==> src/rtl/midi_qp_pkg.sv <==
package midi_qp_pkg;

  localparam int WORD_BYTES = 3;
  localparam int CNT_W      = $clog2(WORD_BYTES + 1);
  localparam logic [7:0] SX_OPEN  = 8'hF0;
  localparam logic [7:0] SX_CLOSE = 8'hF7;
  localparam logic [3:0] END_NIBBLE = 4'hF;

  typedef struct packed {
    logic [CNT_W-1:0] take;
    logic             complete;
    logic             end_mark;
    logic             open_sx;
  } pack_plan_t;

  // Message length implied by a first byte; 0 means no defined length.
  function automatic logic [CNT_W-1:0] status_len(input logic [7:0] s);
    logic [CNT_W-1:0] n;
    n = '0;
    if (s[7]) begin
      if (s[7:4] == 4'hF) begin
        case (s[3:0])
          4'h6, 4'h8, 4'hA, 4'hB, 4'hC, 4'hE, 4'hF: n = CNT_W'(1);
          4'h1, 4'h3:                               n = CNT_W'(2);
          4'h2:                                     n = CNT_W'(3);
          default:                                  n = '0;
        endcase
      end else if (s[7:4] == 4'hC || s[7:4] == 4'hD) begin
        n = CNT_W'(2);
      end else begin
        n = CNT_W'(3);
      end
    end
    return n;
  endfunction

endpackage

==> src/rtl/mqp_lookahead.sv <==
module mqp_lookahead #(
  parameter int DEPTH = 3,
  parameter int DW    = 8,
  localparam int FW   = $clog2(DEPTH + 1)
) (
  input  logic                      clk,
  input  logic                      rst_n,
  input  logic                      push,
  input  logic [DW-1:0]             push_data,
  input  logic                      pop,
  input  logic [FW-1:0]             pop_n,
  output logic [DEPTH-1:0][DW-1:0]  slots_o,
  output logic [FW-1:0]             fill_o
);

  logic [DEPTH-1:0][DW-1:0] slot_q, slot_d;
  logic [FW-1:0]            fill_q, fill_d;

  always_comb begin
    for (int i = 0; i < DEPTH; i++) begin
      slot_d[i] = slot_q[i];
      if (pop) begin
        slot_d[i] = '0;
        for (int j = 0; j < DEPTH; j++) begin
          if (j == i + int'(pop_n)) slot_d[i] = slot_q[j];
        end
      end else if (push && int'(fill_q) == i) begin
        slot_d[i] = push_data;
      end
    end
    if (pop)       fill_d = fill_q - pop_n;
    else if (push) fill_d = fill_q + FW'(1);
    else           fill_d = fill_q;
  end

  always_ff @(posedge clk) begin
    if (!rst_n) begin
      slot_q <= '0;
      fill_q <= '0;
    end else begin
      slot_q <= slot_d;
      fill_q <= fill_d;
    end
  end

  assign slots_o = slot_q;
  assign fill_o  = fill_q;

  assert_no_overflow_R3: assert property (@(posedge clk) disable iff (!rst_n)
    push |-> int'(fill_q) < DEPTH);

  assert_pop_within_fill_R3: assert property (@(posedge clk) disable iff (!rst_n)
    pop |-> (pop_n != '0) && (pop_n <= fill_q));

  assert_no_push_on_pop_R3: assert property (@(posedge clk) disable iff (!rst_n)
    !(push && pop));

endmodule

==> src/rtl/mqp_decide.sv <==
module mqp_decide
  import midi_qp_pkg::*;
(
  input  logic [WORD_BYTES-1:0][7:0] slots,
  input  logic [CNT_W-1:0]           fill,
  input  logic                       in_sx,
  input  logic                       more_coming,
  output pack_plan_t                 plan
);

  logic [CNT_W-1:0] msg_len;
  logic             close_at1, close_at2, stream_done;

  always_comb begin
    msg_len     = status_len(slots[0]);
    close_at1   = (fill >= CNT_W'(2)) && (slots[1] == SX_CLOSE);
    close_at2   = (fill == CNT_W'(3)) && (slots[2] == SX_CLOSE);
    stream_done = (fill == CNT_W'(WORD_BYTES)) || !more_coming;

    plan = '0;
    if (in_sx && slots[0] == SX_CLOSE) begin
      plan.take     = CNT_W'(1);
      plan.complete = 1'b1;
      plan.end_mark = 1'b1;
    end else if (in_sx || slots[0] == SX_OPEN) begin
      plan.open_sx = !in_sx;
      if (close_at1) begin
        plan.take     = CNT_W'(1);
        plan.complete = 1'b1;
      end else if (close_at2) begin
        plan.take     = CNT_W'(2);
        plan.complete = 1'b1;
      end else begin
        plan.take     = fill;
        plan.complete = stream_done;
      end
    end else if (msg_len != '0) begin
      plan.take     = msg_len;
      plan.complete = (fill >= msg_len);
    end else begin
      plan.take     = fill;
      plan.complete = stream_done;
    end
  end

endmodule

==> src/rtl/mqp_sx_flags.sv <==
module mqp_sx_flags #(
  parameter int NUM_PORTS = 4,
  localparam int PW = (NUM_PORTS > 1) ? $clog2(NUM_PORTS) : 1
) (
  input  logic          clk,
  input  logic          rst_n,
  input  logic [PW-1:0] sel,
  input  logic          set,
  input  logic          clr,
  output logic          cur
);

  logic [NUM_PORTS-1:0] flag_q;

  for (genvar p = 0; p < NUM_PORTS; p++) begin : g_port
    always_ff @(posedge clk) begin
      if (!rst_n) begin
        flag_q[p] <= 1'b0;
      end else if (sel == PW'(p)) begin
        if (set)      flag_q[p] <= 1'b1;
        else if (clr) flag_q[p] <= 1'b0;
      end
    end

    assert_flag_set_R8: assert property (@(posedge clk) disable iff (!rst_n)
      (set && sel == PW'(p)) |=> flag_q[p]);

    assert_flag_clr_R10: assert property (@(posedge clk) disable iff (!rst_n)
      (clr && sel == PW'(p)) |=> !flag_q[p]);

    assert_port_isolation_R11: assert property (@(posedge clk) disable iff (!rst_n)
      (sel != PW'(p)) |=> $stable(flag_q[p]));
  end

  always_comb begin
    cur = 1'b0;
    for (int p = 0; p < NUM_PORTS; p++) begin
      if (sel == PW'(p)) cur = flag_q[p];
    end
  end

endmodule

==> src/rtl/midi_quad_packer.sv <==
module midi_quad_packer
  import midi_qp_pkg::*;
#(
  parameter int NUM_PORTS = 4,
  localparam int PW = (NUM_PORTS > 1) ? $clog2(NUM_PORTS) : 1
) (
  input  logic             clk,
  input  logic             rst_n,
  input  logic [PW-1:0]    port_sel,
  input  logic             in_valid,
  input  logic [7:0]       in_data,
  output logic             in_ready,
  output logic             out_valid,
  input  logic             out_ready,
  output logic [31:0]      out_word,
  output logic [CNT_W-1:0] out_count
);

  logic [WORD_BYTES-1:0][7:0] slots;
  logic [WORD_BYTES-1:0][7:0] payload;
  logic [CNT_W-1:0]           fill;
  logic                       sx_cur, offered_q, accept;
  pack_plan_t                 plan;
  logic [3:0]                 port_nib, cnt_nib;

  mqp_lookahead #(.DEPTH(WORD_BYTES), .DW(8)) u_look (
    .clk       (clk),
    .rst_n     (rst_n),
    .push      (in_valid && in_ready),
    .push_data (in_data),
    .pop       (accept),
    .pop_n     (plan.take),
    .slots_o   (slots),
    .fill_o    (fill)
  );

  mqp_sx_flags #(.NUM_PORTS(NUM_PORTS)) u_flags (
    .clk   (clk),
    .rst_n (rst_n),
    .sel   (port_sel),
    .set   (accept && plan.open_sx),
    .clr   (accept && plan.end_mark),
    .cur   (sx_cur)
  );

  mqp_decide u_decide (
    .slots       (slots),
    .fill        (fill),
    .in_sx       (sx_cur),
    .more_coming (in_valid),
    .plan        (plan)
  );

  // Once offered, the word stays offered until taken.
  always_ff @(posedge clk) begin
    if (!rst_n) offered_q <= 1'b0;
    else        offered_q <= out_valid && !out_ready;
  end

  assign out_valid = (fill != '0) && (offered_q || plan.complete);
  assign in_ready  = (fill != CNT_W'(WORD_BYTES)) && !out_valid;
  assign accept    = out_valid && out_ready;

  for (genvar k = 0; k < WORD_BYTES; k++) begin : g_pay
    assign payload[k] = (int'(plan.take) > k) ? slots[k] : 8'h00;
  end

  assign port_nib  = 4'(port_sel);
  assign cnt_nib   = plan.end_mark ? END_NIBBLE : 4'(plan.take);
  assign out_word  = {payload[2], payload[1], payload[0], port_nib, cnt_nib};
  assign out_count = plan.take;

  assert_hold_word_R3: assert property (@(posedge clk) disable iff (!rst_n)
    (out_valid && !out_ready) |=> (out_valid && $stable(out_word) && $stable(out_count)));

  assert_no_intake_while_offering_R3: assert property (@(posedge clk) disable iff (!rst_n)
    !(in_ready && out_valid));

  assert_count_nonzero_R2: assert property (@(posedge clk) disable iff (!rst_n)
    out_valid |-> (out_count != '0));

  assert_end_word_shape_R10: assert property (@(posedge clk) disable iff (!rst_n)
    (out_valid && out_word[3:0] == END_NIBBLE) |->
      (out_word[15:8] == SX_CLOSE && out_word[31:16] == 16'h0 && out_count == CNT_W'(1)));

endmodule

==> config.mk <==
export PLATFORM = sky130hd
export DESIGN_NAME = midi_quad_packer
export DESIGN_NICKNAME = d
export VERILOG_FILES = /design/src/rtl/midi_qp_pkg.sv /design/src/rtl/mqp_lookahead.sv /design/src/rtl/mqp_decide.sv /design/src/rtl/mqp_sx_flags.sv /design/src/rtl/midi_quad_packer.sv
export SDC_FILE = /design/constraint.sdc
export NUM_CORES = 1
export LEC_CHECK = 0
export BUFFER_PORTS_ARGS = -buffer_cell sky130_fd_sc_hd__buf_2
export CORE_ASPECT_RATIO = 1.25
export CORE_MARGIN = 2
export CORE_UTILIZATION = 54
export DETAILED_ROUTE_END_ITERATION = 6
export PLACE_DENSITY = 0.87
export SLEW_MARGIN = 0
export SYNTH_ARGS = -nofsm -noshare
export SYNTH_HDL_FRONTEND = slang
export SYNTH_HIERARCHICAL = 1
export SYNTH_SLANG_ARGS = --single-unit
==> constraint.sdc <==
create_clock -name clk -period 4.8 [get_ports clk]
set_input_delay 0.72 -clock clk [delete_from_list [all_inputs] [get_ports clk]]
set_output_delay 0.72 -clock clk [all_outputs]
set_load 0.005 [all_outputs]
==> results by group, run 1 <==
Clocking
  – Sink Count: 31
  – Cts repair resizes: 0
  – Clk Latency, worst-skew pair: 280 ps
  – Clk pin slew, worst setup/hold paths: 60 ps
  – H-tree Lvls: 2
  – CTS tree: built
  – CTS buffer count: 5
  – Cts hold-fix bufs: 0
  – Clock buffer depth: 2
  – Post-CTS setup buffer count: 0
  – Root cell of the clock tree: clkbuf_8

STA
  – Slew HR: 46.72%
  – RSZ-0062 raised after global routing: no
  – Part of the cycle the worst path needs: 84.00%
  – Setup TNS: 0 ps
  – Final Hold Viols: 0
  – Fmax: 248.0 MHz
  – Crit path time final: 4032 ps
  – Final Skew: 2.393 ps
  – Least-Margin Pin Slew: 799.2 ps
  – Pins Over Slew Limit: 0
  – Final setup violation count: 0

Global routing
  – Grt ovf: 0
  – Gr usage total: 27.01%
  – Initial antenna violation count: 0
  – First-pass GRT wire length: 9.308 mm
  – Pin count of the biggest net entering global routing: 28
  – Number of global-route vias before repair: 1,979

Critical path
  – Buf/Inv on CP: 2
  – Required @ worst endpoint: 4080 ps
  – Setup crit end kind: output pin
  – Crit path max fanout: 24
  – CP arrival: 3310 ps
  – Setup Crit Path Kind: input pin to output pin
  – Startpoint types: input pin
  – Crit path top cell by count: buf_2
  – Largest stage delay, worst path: 690 ps
  – Crit path cell chain: buf_2 > mux4_2 > or3b_1 > o22a_2 > nand2_1 > a32o_1 > nor2_2 > nor2b_1 > buf_2
  – Worst reg2reg setup slack: 1090 ps
  – Family with the most delay on the worst path: compound AO/OA/AOI/OAI gates
  – Max stage delay cell, worst path: a32o_1

Placement
  – Count of input and output buffers: 47
  – Final HPWL DP: 4.257 mm
  – Cells after DPL: 352
  – Instance area after placement: 2382 um^2
  – Gpl congestion: 0.9298

Drt
  – Final WL: 6.010 mm
  – Routed vias: 2,314
  – DR pass1 iterations: 5
  – Vias per cell: 6.446
  – Remaining routing DRC violations: 0
  – First DRT Iteration DRCs: 292
  – Avg WL per Cell: 16.74 um
  – Routed Antenna Nets: 0

Finish
  – Final Cell Area: 2470 um^2
  – Most frequent cells in the layout: buf_2, dfxtp_1, nand3_1, nand2_1
  – Share of cells above drive strength 1: 27.54%
  – P&R area growth vs syn: 14.24%
  – Non-filler cells, final: 359
  – Final Util: 64.72%
  – Nets@finish: 322
  – Commonest non-fill, non-tap cell in the layout: buf_2
  – Filler cells: 341
  – Inserted Diodes: 0

Power
  – Reg power frac: 33.5%
  – Maximum VDD drop: 0.2236 mV
  – PwrDens: 519.4 nW/um^2
  – Logic pwr share: 50.5%
  – Lkg Pwr: 1.048 nW
  – Clk pwr share: 16.0%
  – Switch share: 44.34%
  – Sw power: 0.0005688 W
  – Pint: 0.0007140 W
  – Total power: 0.001283 W

Yosys
  – Synthesized area: 2162 um^2
  – Post-Synthesis Cells: 268
  – Mapped Avg Cell Area: 8.067 um^2
  – Post-synth cell types: 56
  – Asr flop ratio synth: 0%
  – Synth Flop Type: dfxtp_1
  – Sequential cell area fraction in the yosys report: 28.70%
  – Ys Warns: 6
  – Flops & latches, synth: 31
  – Post-synth EDFFs: 0

Die
  – Die span in y: 74.75 um
  – Chip width: 60.60 um
  – Core box area: 3816 um^2
  – Starting Density: 56.66%
  – IO Count: 50
  – Core Rows: 25
  – Die area: 4529 um^2

Run status
  – Status: finished clean

Run
  – Max-cap violations: 0

Min path
  – Min-delay worst type: register to register
[worst reg2reg max path: cells and delay by family (launching register included)]
kind,cells,cell delay (ps)
AND/OR/NAND/NOR,5,1860
AO/OA/AOI/OAI,5,1140
flip-flops,1,370
buffers and inverters,1,250
[power by group through the flow]
stage	combinational, W	clock [W]	sequential, W
global placement	0.000607	0	0.000429
CTS	0.000636	0.000208	0.000425
global route	0.000708	0.000218	0.000436
floorplan	0.000499	0	0.000395
detailed placement	0.000629	0	0.000430
finish	0.000648	0.000205	0.000430
[through the flow]
| stage | hold slack [ps] | worst slack (ps) |
|---|---|---|
| after floorplan | 432.1 | 909.6 |
| after CTS | 467.5 | 801.5 |
| final | 469.2 | 768.1 |
| after global placement | 450.0 | 890.0 |
| after detailed placement | 458.4 | 806.8 |
| after global routing | 491.3 | 565.4 |
[cell usage after synthesis (2+ instances only)]
library cell,instances,area [um^2]
ha_1,3,37.54
nor3b_1,3,22.52
nand2_1,21,78.83
o21a_1,4,30.03
buf_6,3,33.78
nand2b_1,5,31.28
o31ai_2,8,100.1
inv_1,8,30.03
o21ai_0,9,45.04
a21oi_1,10,50.05
nor2b_1,10,62.56
nand4_1,11,68.82
o22a_2,2,20.02
nor3_1,11,55.05
and3b_2,2,20.02
a311oi_1,8,70.07
mux2i_1,2,20.02
a221oi_1,9,78.83
nand3_1,25,125.1
nor2_1,6,22.52
and3_1,10,62.56
dfxtp_1,31,620.6
and2_1,9,56.30
buf_1,2,7.510
or2_2,3,18.77
clkbuf_1,14,52.55
nor4bb_1,2,20.02
buf_4,6,45.04
o22ai_1,4,25.02
[worst paths after layout]
| check | start | endpoint | cells after the start |
|---|---|---|---|
| setup / recovery | port_sel[0] | out_word[14] | 9 |
| hold / removal | u_flags/flag_q[1]$_SDFFE_PN0P_ | u_flags/flag_q[1]$_SDFFE_PN0P_ | 2 |
| setup reg to reg | u_look/slots_o[0]$_SDFFE_PN0P_ | u_look/slots_o[6]$_SDFFE_PN0P_ | 11 |
| hold reg to reg | u_flags/flag_q[1]$_SDFFE_PN0P_ | u_flags/flag_q[1]$_SDFFE_PN0P_ | 2 |
[cell families (layout without fill, tap and decap cells)]
kind of cell | count (synthesis) | after routing | synth area share, %
DFF | 31 | 31 | 28.70
adders and majority gates | 3 | 3 | 1.736
other | 1 | 2 | 0.1734
xor gates and xnor gates | 1 | 1 | 0.4052
muxes | 3 | 3 | 1.968
AOI/OAI and AO/OA | 66 | 66 | 24.25
buffers and inverters | 33 | 69 | 7.812
and+or+nand+nor | 130 | 130 | 34.95
[layout make-up]
cell class | instances | area [um^2] | area share (%)
flip-flops and latches | 31 | 620.6 | 25.13
clock buffers | 6 | 82.58 | 3.343
repair buffers | 54 | 287.8 | 11.65
well taps | 54 | 67.56 | 2.736
multi-input cells | 205 | 1376 | 55.72
inverters | 8 | 30.03 | 1.216
clock inverters | 1 | 5.005 | 0.2026
[state kept, by name, summed over array words and instances (netlist names)]
name and flops:
u_look/fill_o 2, u_flags/flag_q 4, offered_q 1, u_look/slots_o 24
[layer usage]
layer	wire length, um	global-route usage (%)
met5	0	0
met4	252	15.22
met3	510	4.983
met2	2894	43.49
met1	2352	33.58
Power figures use the tool's default switching activity.
==> inputs of run 2 (changes only) <==
clock period = 3.8 ns   (was 4.8 ns; I/O delays follow)
==> run 2 against run 1 <==
Against the previous run:
- sequential power grew 26%
- non-clock buffer count is 4 higher
- wire length rose by 0.95%
- clock skew increased by 5.9 ps
- critical path type is now input pin to register
- cell count rose by 1.4%
- core utilization is 0.69 points higher
==> results by group, run 2 (synthesis results as in run 1) <==
Power
  – Maximum VDD drop: 0.3510 mV (was 0.2236 mV)
  – Total power: 0.001644 W (was 0.001283 W)
  – PwrDens: 658.6 nW/um^2 (was 519.4 nW/um^2)
  – Lkg Pwr: 1.070 nW (was 1.048 nW)

Clocking
  – Clk Latency, worst-skew pair: 290 ps (was 280 ps)
  – Root cell of the clock tree: clkbuf_8 (unchanged)
  – Clk pin slew, worst setup/hold paths: 70 ps (was 60 ps)
  – Clock buffer depth: 2 (unchanged)
  – Post-CTS setup buffer count: 0 (unchanged)
  – CTS buffer count: 5 (unchanged)
  – CTS tree: built (unchanged)
  – Cts repair resizes: 0 (unchanged)
  – H-tree Lvls: 2 (unchanged)
  – Cts hold-fix bufs: 0 (unchanged)
  – Sink Count: 31 (unchanged)

Placement
  – Count of input and output buffers: 47 (unchanged)
  – Final HPWL DP: 4.306 mm (was 4.257 mm)
  – Pre-CTS WS: 69.41 ps (was 806.8 ps)
  – Gpl congestion: 0.9634 (was 0.9298)

Drt
  – Routed Antenna Nets: 0 (unchanged)
  – Vias per cell: 6.343 (was 6.446)
  – First DRT Iteration DRCs: 197 (was 292)
  – Routed vias: 2,309 (was 2,314)
  – Remaining routing DRC violations: 0 (unchanged)
  – Final WL: 6.067 mm (was 6.010 mm)
  – Avg WL per Cell: 16.67 um (was 16.74 um)
  – DR pass1 iterations: 5 (unchanged)

Finish
  – Filler cells: 344 (was 341)
  – Max FFs per register: 24 (unchanged)
  – P&R area growth vs syn: 15.45% (was 14.24%)
  – Final Util: 65.41% (was 64.72%)
  – Multi-input combinational cell area: 1376 um^2 (unchanged)
  – Nets@finish: 326 (was 322)
  – Commonest non-fill, non-tap cell in the layout: buf_2 (unchanged)
  – Inserted Diodes: 0 (unchanged)
  – Reg area: 620.6 um^2 (unchanged)
  – Share of cells above drive strength 1: 28.71% (was 27.54%)
  – Most frequent cells in the layout: buf_2, dfxtp_1, nand3_1, nand2_1 (unchanged)

Die
  – Core box area: 3816 um^2 (unchanged)
  – Starting Density: 56.66% (unchanged)
  – IO Count: 50 (unchanged)
  – Die area: 4529 um^2 (unchanged)
  – Chip width: 60.60 um (unchanged)
  – Die span in y: 74.75 um (unchanged)
  – Core Rows: 25 (unchanged)

STA
  – Least-Margin Pin Slew: 694.8 ps (was 799.2 ps)
  – Final WS setup: 233.6 ps (was 768.1 ps)
  – Final Skew: 8.316 ps (was 2.393 ps)
  – Slew HR: 53.37% (was 46.72%)
  – Final setup violation count: 0 (unchanged)
  – Fin Hold WS: 458.8 ps (was 469.2 ps)
  – Part of the cycle the worst path needs: 93.85%
  – Crit path time final: 3566 ps
  – Pins Over Slew Limit: 0 (unchanged)
  – RSZ-0062 raised after global routing: no (unchanged)
  – Fmax: 280.4 MHz
  – Setup TNS: 0 ps (unchanged)
  – Final Hold Viols: 0 (unchanged)

Global routing
  – Grt ovf: 0 (unchanged)
  – First-pass GRT wire length: 9.508 mm (was 9.308 mm)
  – Number of global-route vias before repair: 2,025 (was 1,979)
  – Initial antenna violation count: 0 (unchanged)
  – Gr usage total: 27.53% (was 27.01%)
  – Pin count of the biggest net entering global routing: 28 (unchanged)

Critical path
  – Setup crit end kind: register (was output pin)
  – Setup Crit Path Kind: input pin to register (was input pin to output pin)
  – Family with the most delay on the worst path: compound AO/OA/AOI/OAI gates (unchanged)
  – Largest stage delay, worst path: 570 ps (was 690 ps)
  – Crit path cell chain: buf_2 > mux4_2 > o21ba_1 > a41o_1 > nor2_1 > a32oi_1 > o22a_2 > and2_1 > inv_1 > a221oi_1 > o31ai_2 (was buf_2 > mux4_2 > or3b_1 > o22a_2 > nand2_1 > a32o_1 > nor2_2 > nor2b_1 > buf_2)
  – Required @ worst endpoint: 3970 ps (was 4080 ps)
  – Crit path max fanout: 24 (unchanged)
  – Max stage delay cell, worst path: mux4_2 (was a32o_1)
  – Startpoint types: input pin (unchanged)
  – CP arrival: 3740 ps (was 3310 ps)
  – Buf/Inv on CP: 2 (unchanged)

Run
  – Max-cap violations: 0 (unchanged)

Min path
  – Min-delay worst type: register to register (unchanged)

Run status
  – Status: finished clean (unchanged)
==> run 2: metrics by stage <==
| stage | instances | area [um^2] |
|---|---|---|
| final | 364 | 2496 |
| after global routing | 364 | 2496 |
| after CTS | 364 | 2496 |
| after detailed placement | 356 | 2412 |
| after global placement | 356 | 2412 |
| after floorplan | 269 | 2166 |
==> run 2: path summary, 6_finish.rpt <==
| check | start | endpoint | slack [ps] | cells after the start |
|---|---|---|---|---|
| setup / recovery | port_sel[0] | u_look/slots_o[5]$_SDFFE_PN0P_ | 230 | 11 |
| hold / removal | u_flags/flag_q[2]$_SDFFE_PN0P_ | u_flags/flag_q[2]$_SDFFE_PN0P_ | 460 | 2 |
| setup reg to reg | u_look/slots_o[0]$_SDFFE_PN0P_ | u_look/slots_o[8]$_SDFFE_PN0P_ | 240 | 11 |
| hold reg to reg | u_flags/flag_q[2]$_SDFFE_PN0P_ | u_flags/flag_q[2]$_SDFFE_PN0P_ | 460 | 2 |
==> run 2: tightest hold or removal path, delay by kind of cell, from the launching register on <==
kind / cells / cell delay (ps)
flops: 1 / 310
compound gates: 1 / 50
simple gates: 1 / 50
==> run 2: final cells by class <==
class                   instances  share of cell area, %
inverters                       8                  1.203
clock inverters                 3                 0.6015
clock buffers                   5                  2.757
well taps                      54                  2.707
multi-input cells             205                  55.14
flip-flops and latches         31                  24.86
repair buffers                 58                  12.73
==> run 2: power breakdown <==
group | internal, W | switching (W) | total [W]
Combinational | 0.000371 | 0.000479 | 0.000850
Clock | 0.000125 | 0.000127 | 0.000252
Sequential | 0.000411 | 0.000131 | 0.000542
Total | 0.000908 | 0.000736 | 0.00164
==> run 2: metal layers <==
layer | GRT usage, % | share of wire [%] | vias to the layer above | routed length, um
met5 | 0 | 0 | - | 0
met4 | 12.80 | 2.5 | 0 | 154
met3 | 4.811 | 8.7 | 20 | 529
met2 | 44.80 | 49 | 156 | 2948
met1 | 35.14 | 40 | 1050 | 2435
li1 | - | - | 1083 | -
